--- src/rtl/wsched_pkg.sv ---
package wsched_pkg;
  localparam int WORD_W = 32;
  typedef logic [WORD_W-1:0] word_t;

  function automatic word_t ssig0(input word_t x);
    return {x[6:0], x[31:7]} ^ {x[17:0], x[31:18]} ^ (x >> 3);
  endfunction

  function automatic word_t ssig1(input word_t x);
    return {x[16:0], x[31:17]} ^ {x[18:0], x[31:19]} ^ (x >> 10);
  endfunction

  // 3:2 compressor: returns {carry, sum}, carry already weighted by 2
  function automatic logic [2*WORD_W-1:0] csa3(input word_t a, input word_t b, input word_t c);
    word_t s, m;
    s = a ^ b ^ c;
    m = (a & b) | (a & c) | (b & c);
    return {m[WORD_W-2:0], 1'b0, s};
  endfunction
endpackage

--- src/rtl/wsched_window.sv ---
module wsched_window
  import wsched_pkg::*;
#(
  parameter int DEPTH = 16
) (
  input  logic                   clk,
  input  logic                   rst_n,
  input  logic                   load,
  input  logic [DEPTH-1:0][WORD_W-1:0] load_words,
  input  logic                   shift,
  input  word_t                  new_word,
  output logic [DEPTH-1:0][WORD_W-1:0] win
);
  // word i of the window is schedule word t+i; new words enter at the top
  for (genvar i = 0; i < DEPTH; i++) begin : g_slot
    word_t next_in;
    if (i == DEPTH - 1) begin : g_top
      assign next_in = new_word;
    end else begin : g_mid
      assign next_in = win[i+1];
    end
    always_ff @(posedge clk) begin
      if (!rst_n)     win[i] <= '0;
      else if (load)  win[i] <= load_words[i];
      else if (shift) win[i] <= next_in;
    end
  end

  assert_shift_R6: assert property (@(posedge clk) disable iff (!rst_n)
    (shift && !load) |=> (win[0] == $past(win[1])));
endmodule

--- src/rtl/wsched_presum.sv ---
module wsched_presum
  import wsched_pkg::*;
#(
  parameter int DEPTH = 16
) (
  input  logic                   clk,
  input  logic                   rst_n,
  input  logic                   load,
  input  logic                   shift,
  input  logic [DEPTH-1:0][WORD_W-1:0] load_words,
  input  logic [DEPTH-1:0][WORD_W-1:0] win,
  output word_t                  sum_word
);
  localparam int TAP_S1  = DEPTH - 2;
  localparam int TAP_MID = DEPTH - 7;
  localparam int TAP_S0  = 1;
  localparam int TAP_OLD = 0;

  // operands come from the window as it will be after this edge; its top
  // slot (the word being added now) is never a tap, so no CPA feeds back here
  logic [DEPTH-1:0][WORD_W-1:0] nxt;
  assign nxt = load ? load_words : {word_t'('0), win[DEPTH-1:1]};

  word_t op_a, op_b, op_c, op_d;
  assign op_a = ssig1(nxt[TAP_S1]);
  assign op_b = nxt[TAP_MID];
  assign op_c = ssig0(nxt[TAP_S0]);
  assign op_d = nxt[TAP_OLD];

  word_t s1, c1, s2, c2;
  assign {c1, s1} = csa3(op_a, op_b, op_c);
  assign {c2, s2} = csa3(s1, c1, op_d);

  word_t ps_q, pc_q;
  always_ff @(posedge clk) begin
    if (!rst_n) begin
      ps_q <= '0;
      pc_q <= '0;
    end else if (load || shift) begin
      ps_q <= s2;
      pc_q <= c2;
    end
  end

  assign sum_word = ps_q + pc_q;

  word_t ref_sum;
  assign ref_sum = op_a + op_b + op_c + op_d;

  assert_csa_sum_R5: assert property (@(posedge clk) disable iff (!rst_n)
    (load || shift) |=> (sum_word == $past(ref_sum)));
endmodule

--- src/rtl/wsched_ctl.sv ---
module wsched_ctl #(
  parameter int SCHED_LEN = 64
) (
  input  logic clk,
  input  logic rst_n,
  input  logic load,
  input  logic ready,
  output logic valid,
  output logic adv
);
  localparam int CNT_W = $clog2(SCHED_LEN + 1);
  localparam logic [CNT_W-1:0] DONE = CNT_W'(SCHED_LEN);

  logic [CNT_W-1:0] cnt;

  assign valid = (cnt < DONE);
  assign adv   = valid && ready;

  always_ff @(posedge clk) begin
    if (!rst_n)    cnt <= DONE;
    else if (load) cnt <= '0;
    else if (adv)  cnt <= cnt + 1'b1;
  end

  always_comb begin
    if (rst_n) assert_cnt_bound_R7: assert (cnt <= DONE);
  end

  assert_stay_idle_R7: assert property (@(posedge clk) disable iff (!rst_n)
    (!valid && !load) |=> !valid);
endmodule

--- src/rtl/wsched_gen.sv ---
module wsched_gen
  import wsched_pkg::*;
#(
  parameter int BLK_WORDS = 16,
  parameter int SCHED_LEN = 64
) (
  input  logic                          clk,
  input  logic                          rst_n,
  input  logic                          blk_load,
  input  logic [BLK_WORDS*WORD_W-1:0]   blk_words,
  input  logic                          w_ready,
  output logic                          w_valid,
  output logic [WORD_W-1:0]             w_word
);
  logic [BLK_WORDS-1:0][WORD_W-1:0] load_words;
  logic [BLK_WORDS-1:0][WORD_W-1:0] win;
  logic  adv, shift;
  word_t sum_word;

  assign load_words = blk_words;
  assign shift      = adv && !blk_load;

  wsched_ctl #(.SCHED_LEN(SCHED_LEN)) u_ctl (
    .clk(clk), .rst_n(rst_n), .load(blk_load), .ready(w_ready),
    .valid(w_valid), .adv(adv)
  );

  wsched_presum #(.DEPTH(BLK_WORDS)) u_presum (
    .clk(clk), .rst_n(rst_n), .load(blk_load), .shift(shift),
    .load_words(load_words), .win(win), .sum_word(sum_word)
  );

  wsched_window #(.DEPTH(BLK_WORDS)) u_win (
    .clk(clk), .rst_n(rst_n), .load(blk_load), .load_words(load_words),
    .shift(shift), .new_word(sum_word), .win(win)
  );

  assign w_word = win[0];

  assert_load_valid_R2: assert property (@(posedge clk) disable iff (!rst_n)
    blk_load |=> (w_valid && w_word == $past(blk_words[WORD_W-1:0])));

  assert_hold_R6: assert property (@(posedge clk) disable iff (!rst_n)
    (w_valid && !w_ready && !blk_load) |=> (w_valid && $stable(w_word)));
endmodule

--- config.mk ---
export PLATFORM = sky130hd
export DESIGN_NAME = wsched_gen
export DESIGN_NICKNAME = d
export VERILOG_FILES = /design/src/rtl/wsched_pkg.sv /design/src/rtl/wsched_window.sv /design/src/rtl/wsched_presum.sv /design/src/rtl/wsched_ctl.sv /design/src/rtl/wsched_gen.sv
export SDC_FILE = /design/constraint.sdc
export NUM_CORES = 2
export LEC_CHECK = 0
export CAP_MARGIN = 15
export CORE_UTILIZATION = 45
export DETAILED_ROUTE_END_ITERATION = 12
export DONT_BUFFER_PORTS = 1
export GPL_ROUTABILITY_DRIVEN = 0
export PLACE_DENSITY_LB_ADDON = 0.05
export SLEW_MARGIN = 0
export SYNTH_ARGS = -nofsm -noshare
export SYNTH_HDL_FRONTEND = slang
export SYNTH_HIERARCHICAL = 1
export SYNTH_SLANG_ARGS = --single-unit
--- constraint.sdc ---
create_clock -name clk -period 2.9 [get_ports clk]
set_input_delay 0.145 -clock clk [delete_from_list [all_inputs] [get_ports clk]]
set_output_delay 0.145 -clock clk [all_outputs]
set_load 0.01 [all_outputs]
==> out/metrics.cfg, run 1 <==
[status]
status=did not finish
lastStage=clock tree synthesis (4_1_cts)
error=[ERROR RSZ-0060] Max buffer count reached.

[die]
die_x_microns=287
rows=104
fp.dieH_microns=287
start_util=0.455
io-pin-count=549

[clock_network]
cts_buffers=71
cts_buffer_depth=3
htreeDepth=3
postCtsHoldBufs=853
post_cts_buffers=0
cts.sinks=582
cts_resized=4
cts-root-buf=clkbuf_16

[placed_design]
port_buffers=0
placed_cell_area_sq_um=36800
hpwl_microns=88400

[synthesis]
yosys_warnings=6
syn_area_per_cell_sq_um=11.2
syn_area_sq_um=36700
synth_nets=3894
ys_ff_latch=582
async_flop_share=0
synth-main-ff-cell=dfxtp_1
synth-edff-count=0
synth.distinct_cells=56
ys_seq_area_frac=0.318
syn-instance-count=3284

==> per-stage QoR <==
| step | TNS [ps] | instances | util | hold WS, ps | worst slack, ps |
|---|---|---|---|---|---|
| 2_1_floorplan | 0 | 3284 | - | 221 | 73.5 |
| 3_3_place_gp | -292 | 4140 | 0.457 | 319 | -122 |
| 3_5_place_dp | -336 | 4140 | 0.457 | 318 | -118 |
==> synthesized netlist by cell type (3+ instances only) <==
cell type	n	area [sq um]
nand3_1	6	30.0
nand2b_1	378	2360
buf_4	3	22.5
mux2_4	480	7210
or2b_1	136	1020
nand2_1	198	743
fa_1	62	1240
o21bai_1	4	30.0
dfxtp_1	582	11700
buf_1	3	11.3
o211a_1	513	5130
xnor2_1	146	1280
and4_1	3	26.3
buf_12	44	881
mux2_2	93	1050
clkbuf_1	132	495
ha_1	32	400
nor2_1	24	90.1
xor2_1	72	631
a21boi_0	63	473
mux2i_1	22	220
inv_1	11	41.3
a21o_1	11	82.6
buf_2	86	430
clkbuf_2	3	15.0
or3_1	6	37.5
buf_6	10	113
nand4_1	5	31.3
a21oi_1	40	200
o21ai_0	78	390
o21a_1	4	30.0
==> kinds of logic after synthesis <==
logic type,after synthesis,synth area share
compound gates,732,0.178
mux,595,0.231
buf+inv,292,0.0548
fa+ha+maj,94,0.0448
simple gates,771,0.122
flops,582,0.318
xor+xnor,218,0.0521
==> inputs of run 2 (changes only) <==
--- a/config.mk
+++ b/config.mk
@@ -6,11 +6,11 @@
 export NUM_CORES = 2
 export LEC_CHECK = 0
 export CAP_MARGIN = 15
-export CORE_UTILIZATION = 45
+export CORE_UTILIZATION = 30
 export DETAILED_ROUTE_END_ITERATION = 12
 export DONT_BUFFER_PORTS = 1
 export GPL_ROUTABILITY_DRIVEN = 0
-export PLACE_DENSITY_LB_ADDON = 0.05
+export PLACE_DENSITY_LB_ADDON = 0.15
 export SLEW_MARGIN = 0
 export SYNTH_ARGS = -nofsm -noshare
 export SYNTH_HDL_FRONTEND = slang
==> constraint.sdc (replaced) <==
create_clock -name clk -period 3.8 [get_ports clk]
set_input_delay 0.19 -clock clk [delete_from_list [all_inputs] [get_ports clk]]
set_output_delay 0.19 -clock clk [all_outputs]
set_load 0.01 [all_outputs]
==> run 2 against run 1 <==
Effect of this change:
- the flow now finishes, with violations (max-slew violations, negative setup slack)
- synthesized area is the same
- synthesized cell count did not move
==> out/metrics.cfg, run 2 <==
[status]
status=complete, but fails checks
violations=max-slew violations, negative setup slack

[synthesis]
ys_ff_latch=582  ; unchanged
syn_area_per_cell_sq_um=11.2  ; unchanged
yosys_warnings=6  ; unchanged
synth-main-ff-cell=dfxtp_1
syn-instance-count=3284  ; unchanged
synth_nets=3894  ; unchanged
synth-edff-count=0  ; unchanged
post-synth-top-count-cell=dfxtp_1
synth_top_area_frac=0.318  ; unchanged
yosysTopAreaCell=dfxtp_1
synth_area_leaders=dfxtp_1 32%, mux2_4 20%, o211a_1 14%
synth.distinct_cells=56  ; unchanged
async_flop_share=0  ; unchanged
syn_area_sq_um=36700  ; unchanged
ys_seq_area_frac=0.318  ; unchanged
yosys-top-cells-count=582 x dfxtp_1, 513 x o211a_1, 480 x mux2_4, 378 x nand2b_1, 198 x nand2_1

[placed_design]
placed_cell_area_sq_um=37100  ; +0.84%
hpwl_microns=99700  ; +13%
port_buffers=0  ; unchanged
dp_slack_ps=686  ; +804 ps

[clock_network]
cts-root-buf=clkbuf_16
cts_resized=0  ; -4
cts.sinks=582  ; unchanged
cts_buffer_depth=3  ; unchanged
cts_buffers=78  ; +9.9%
clk_latency_ps=670
cts_tree=built
path_clk_slew_ps=50
htreeDepth=3  ; unchanged

[grt]
grt_max_degree=1025
overflow=0
grt_pass1_wl_microns=207000
antenna_found_initial=31
grt_pass1_vias=28403
gr-usage-all-layers=0.233

[die]
dieArea_sq_um=124000
io-pin-count=549  ; unchanged
rows=127  ; +22%
die_x_microns=352  ; +22%
fp.dieH_microns=352  ; +22%
core_sq_um=121000
start_util=0.304  ; -0.151

[setup_path]
crit_start=blk_load
worst-r2r-cell-count=12
critPathArrivalTime_ps=5180
worstReg2RegEnd=u_win/g_slot[14].next_in[25]$_SDFFE_PN0P_
critPathCaptureType=flip-flop
path_class=primary input to flip-flop
critical_path.endpoint=u_presum/ps_q[10]$_SDFFE_PN0P_
worstReg2RegStart=u_presum/ps_q[1]$_SDFFE_PN0P_
r2r_setup_slack_ps=190
critPathLaunchType=primary input
crit_fanout=1024
cp.required_ps=4370

[sta]
maxSlewHeadroom=-1.37
fmax_ghz=0.217
worstMarginPinSlew_ps=3550
fin_worst_skew_ps=29.7
worst_hold_slack_ps=95.6
grt_setup_unrepaired=no
drv_slew=480
hold_viol=0
worst_slack_ps=-812
fin_crit_sh=1.21
layout_min_cycle_time_ps=4610
setup_viol=61

[finish]
fillers=11914
final_cell_mix=860 x dlygate4sd3_1, 582 x dfxtp_1, 513 x o211a_1, 480 x mux2_4, 378 x nand2b_1
largest_reg_flops=480
drive_gt1_frac=0.185
layout_commonest_cell=dlygate4sd3_1
area_growth_pct=32.2
fin_area_sq_um=48500
nNetsFinal=4588

[power]
p_leak_uw=0.0236
ir_drop_uv=314
power_uw=19900
pwr_density_cell_nw_per_um2=410

[routing]
wl_per_cell_microns=26.3
first_pass_iters=5
drc_errors=0
vias=27769
drt_iter0_drc=2230
drtAntennaViolNets=0
viasPerCell=4.90
wirelength_microns=149000

[hold_path]
hp-class=primary input to flip-flop

[run]
maxCapViolCount=0

## run 2: layout make-up
cell class                      instances  area [sq um]  area share
Multi-Input combinational cell       2410         23000       0.475
Timing Repair Buffer                  895          9050       0.187
Inverter                               11          41.3    0.000852
Clock inverter                         29           374     0.00772
Tap cell                             1612          2020      0.0416
Sequential cell                       582         11700       0.240
Antenna cell                           14          35.0    0.000723
Clock buffer                          112          2290      0.0473
## run 2: report_power, final
part / total, uW / switching (uW) / leakage, uW / internal, uW
logic: 4870 / 2160 / 0.0174 / 2700
registers: 7260 / 596 / 0.00484 / 6660
clock network: 7760 / 3140 / 0.00132 / 4620
total: 19900 / 5890 / 0.0236 / 14000
## run 2: cell families after synthesis
family	share of synthesized area
fa+ha+maj	0.0448
buf+inv	0.0548
flops	0.318
simple gates	0.122
xor+xnor	0.0521
mux	0.231
compound gates	0.178
## run 2: what timing repair did
| item | in CTS | in global routing |
|---|---|---|
| buffers inserted | 0 | 0 |
| hold buffers | 862 | 0 |
| endpoints found under the hold margin | 582 | 0 |
## run 2: metrics by stage
step	cells	TNS (ps)	util
floorplan	3284	0	-
global placement	4648	0	0.308
detailed placement	4648	0	0.308
CTS	5651	0	0.402
global route	5656	0	0.402
finish	5665	-34200	0.402
## run 2: worst max-delay path, stage by stage
cell and delay [ps]:
mux2i_1 1810, xnor2_1 300, fa_1 540, fa_1 490, nand2_1 70, a21boi_0 160
## run 2: routing by layer
metal,GRT usage,vias up,wire [microns]
met5,0.00667,-,207
met2,0.387,712,69500
li1,-,13084,-
met3,0.0516,188,8430
met4,0.0722,14,4640
met1,0.298,13771,66000
## run 2: worst min path at each step
stage / startpoint / to / slack (ps) / cells past startpoint
CTS: blk_load / u_win/g_slot[0].next_in[3]$_SDFFE_PN0P_ / 20 / 1
global placement: rst_n / u_win/g_slot[12].next_in[25]$_SDFFE_PN0P_ / 370 / 1
finish: blk_words[3] / u_presum/pc_q[4]$_SDFFE_PN0P_ / 100 / 4
detailed placement: rst_n / u_win/g_slot[10].next_in[9]$_SDFFE_PN0P_ / 370 / 1
floorplan: rst_n / u_ctl/cnt[6]$_SDFFE_PN1P_ / 270 / 1
global route: blk_words[3] / u_presum/ps_q[3]$_SDFFE_PN0P_ / 100 / 4
Power figures use the tool's default switching activity.
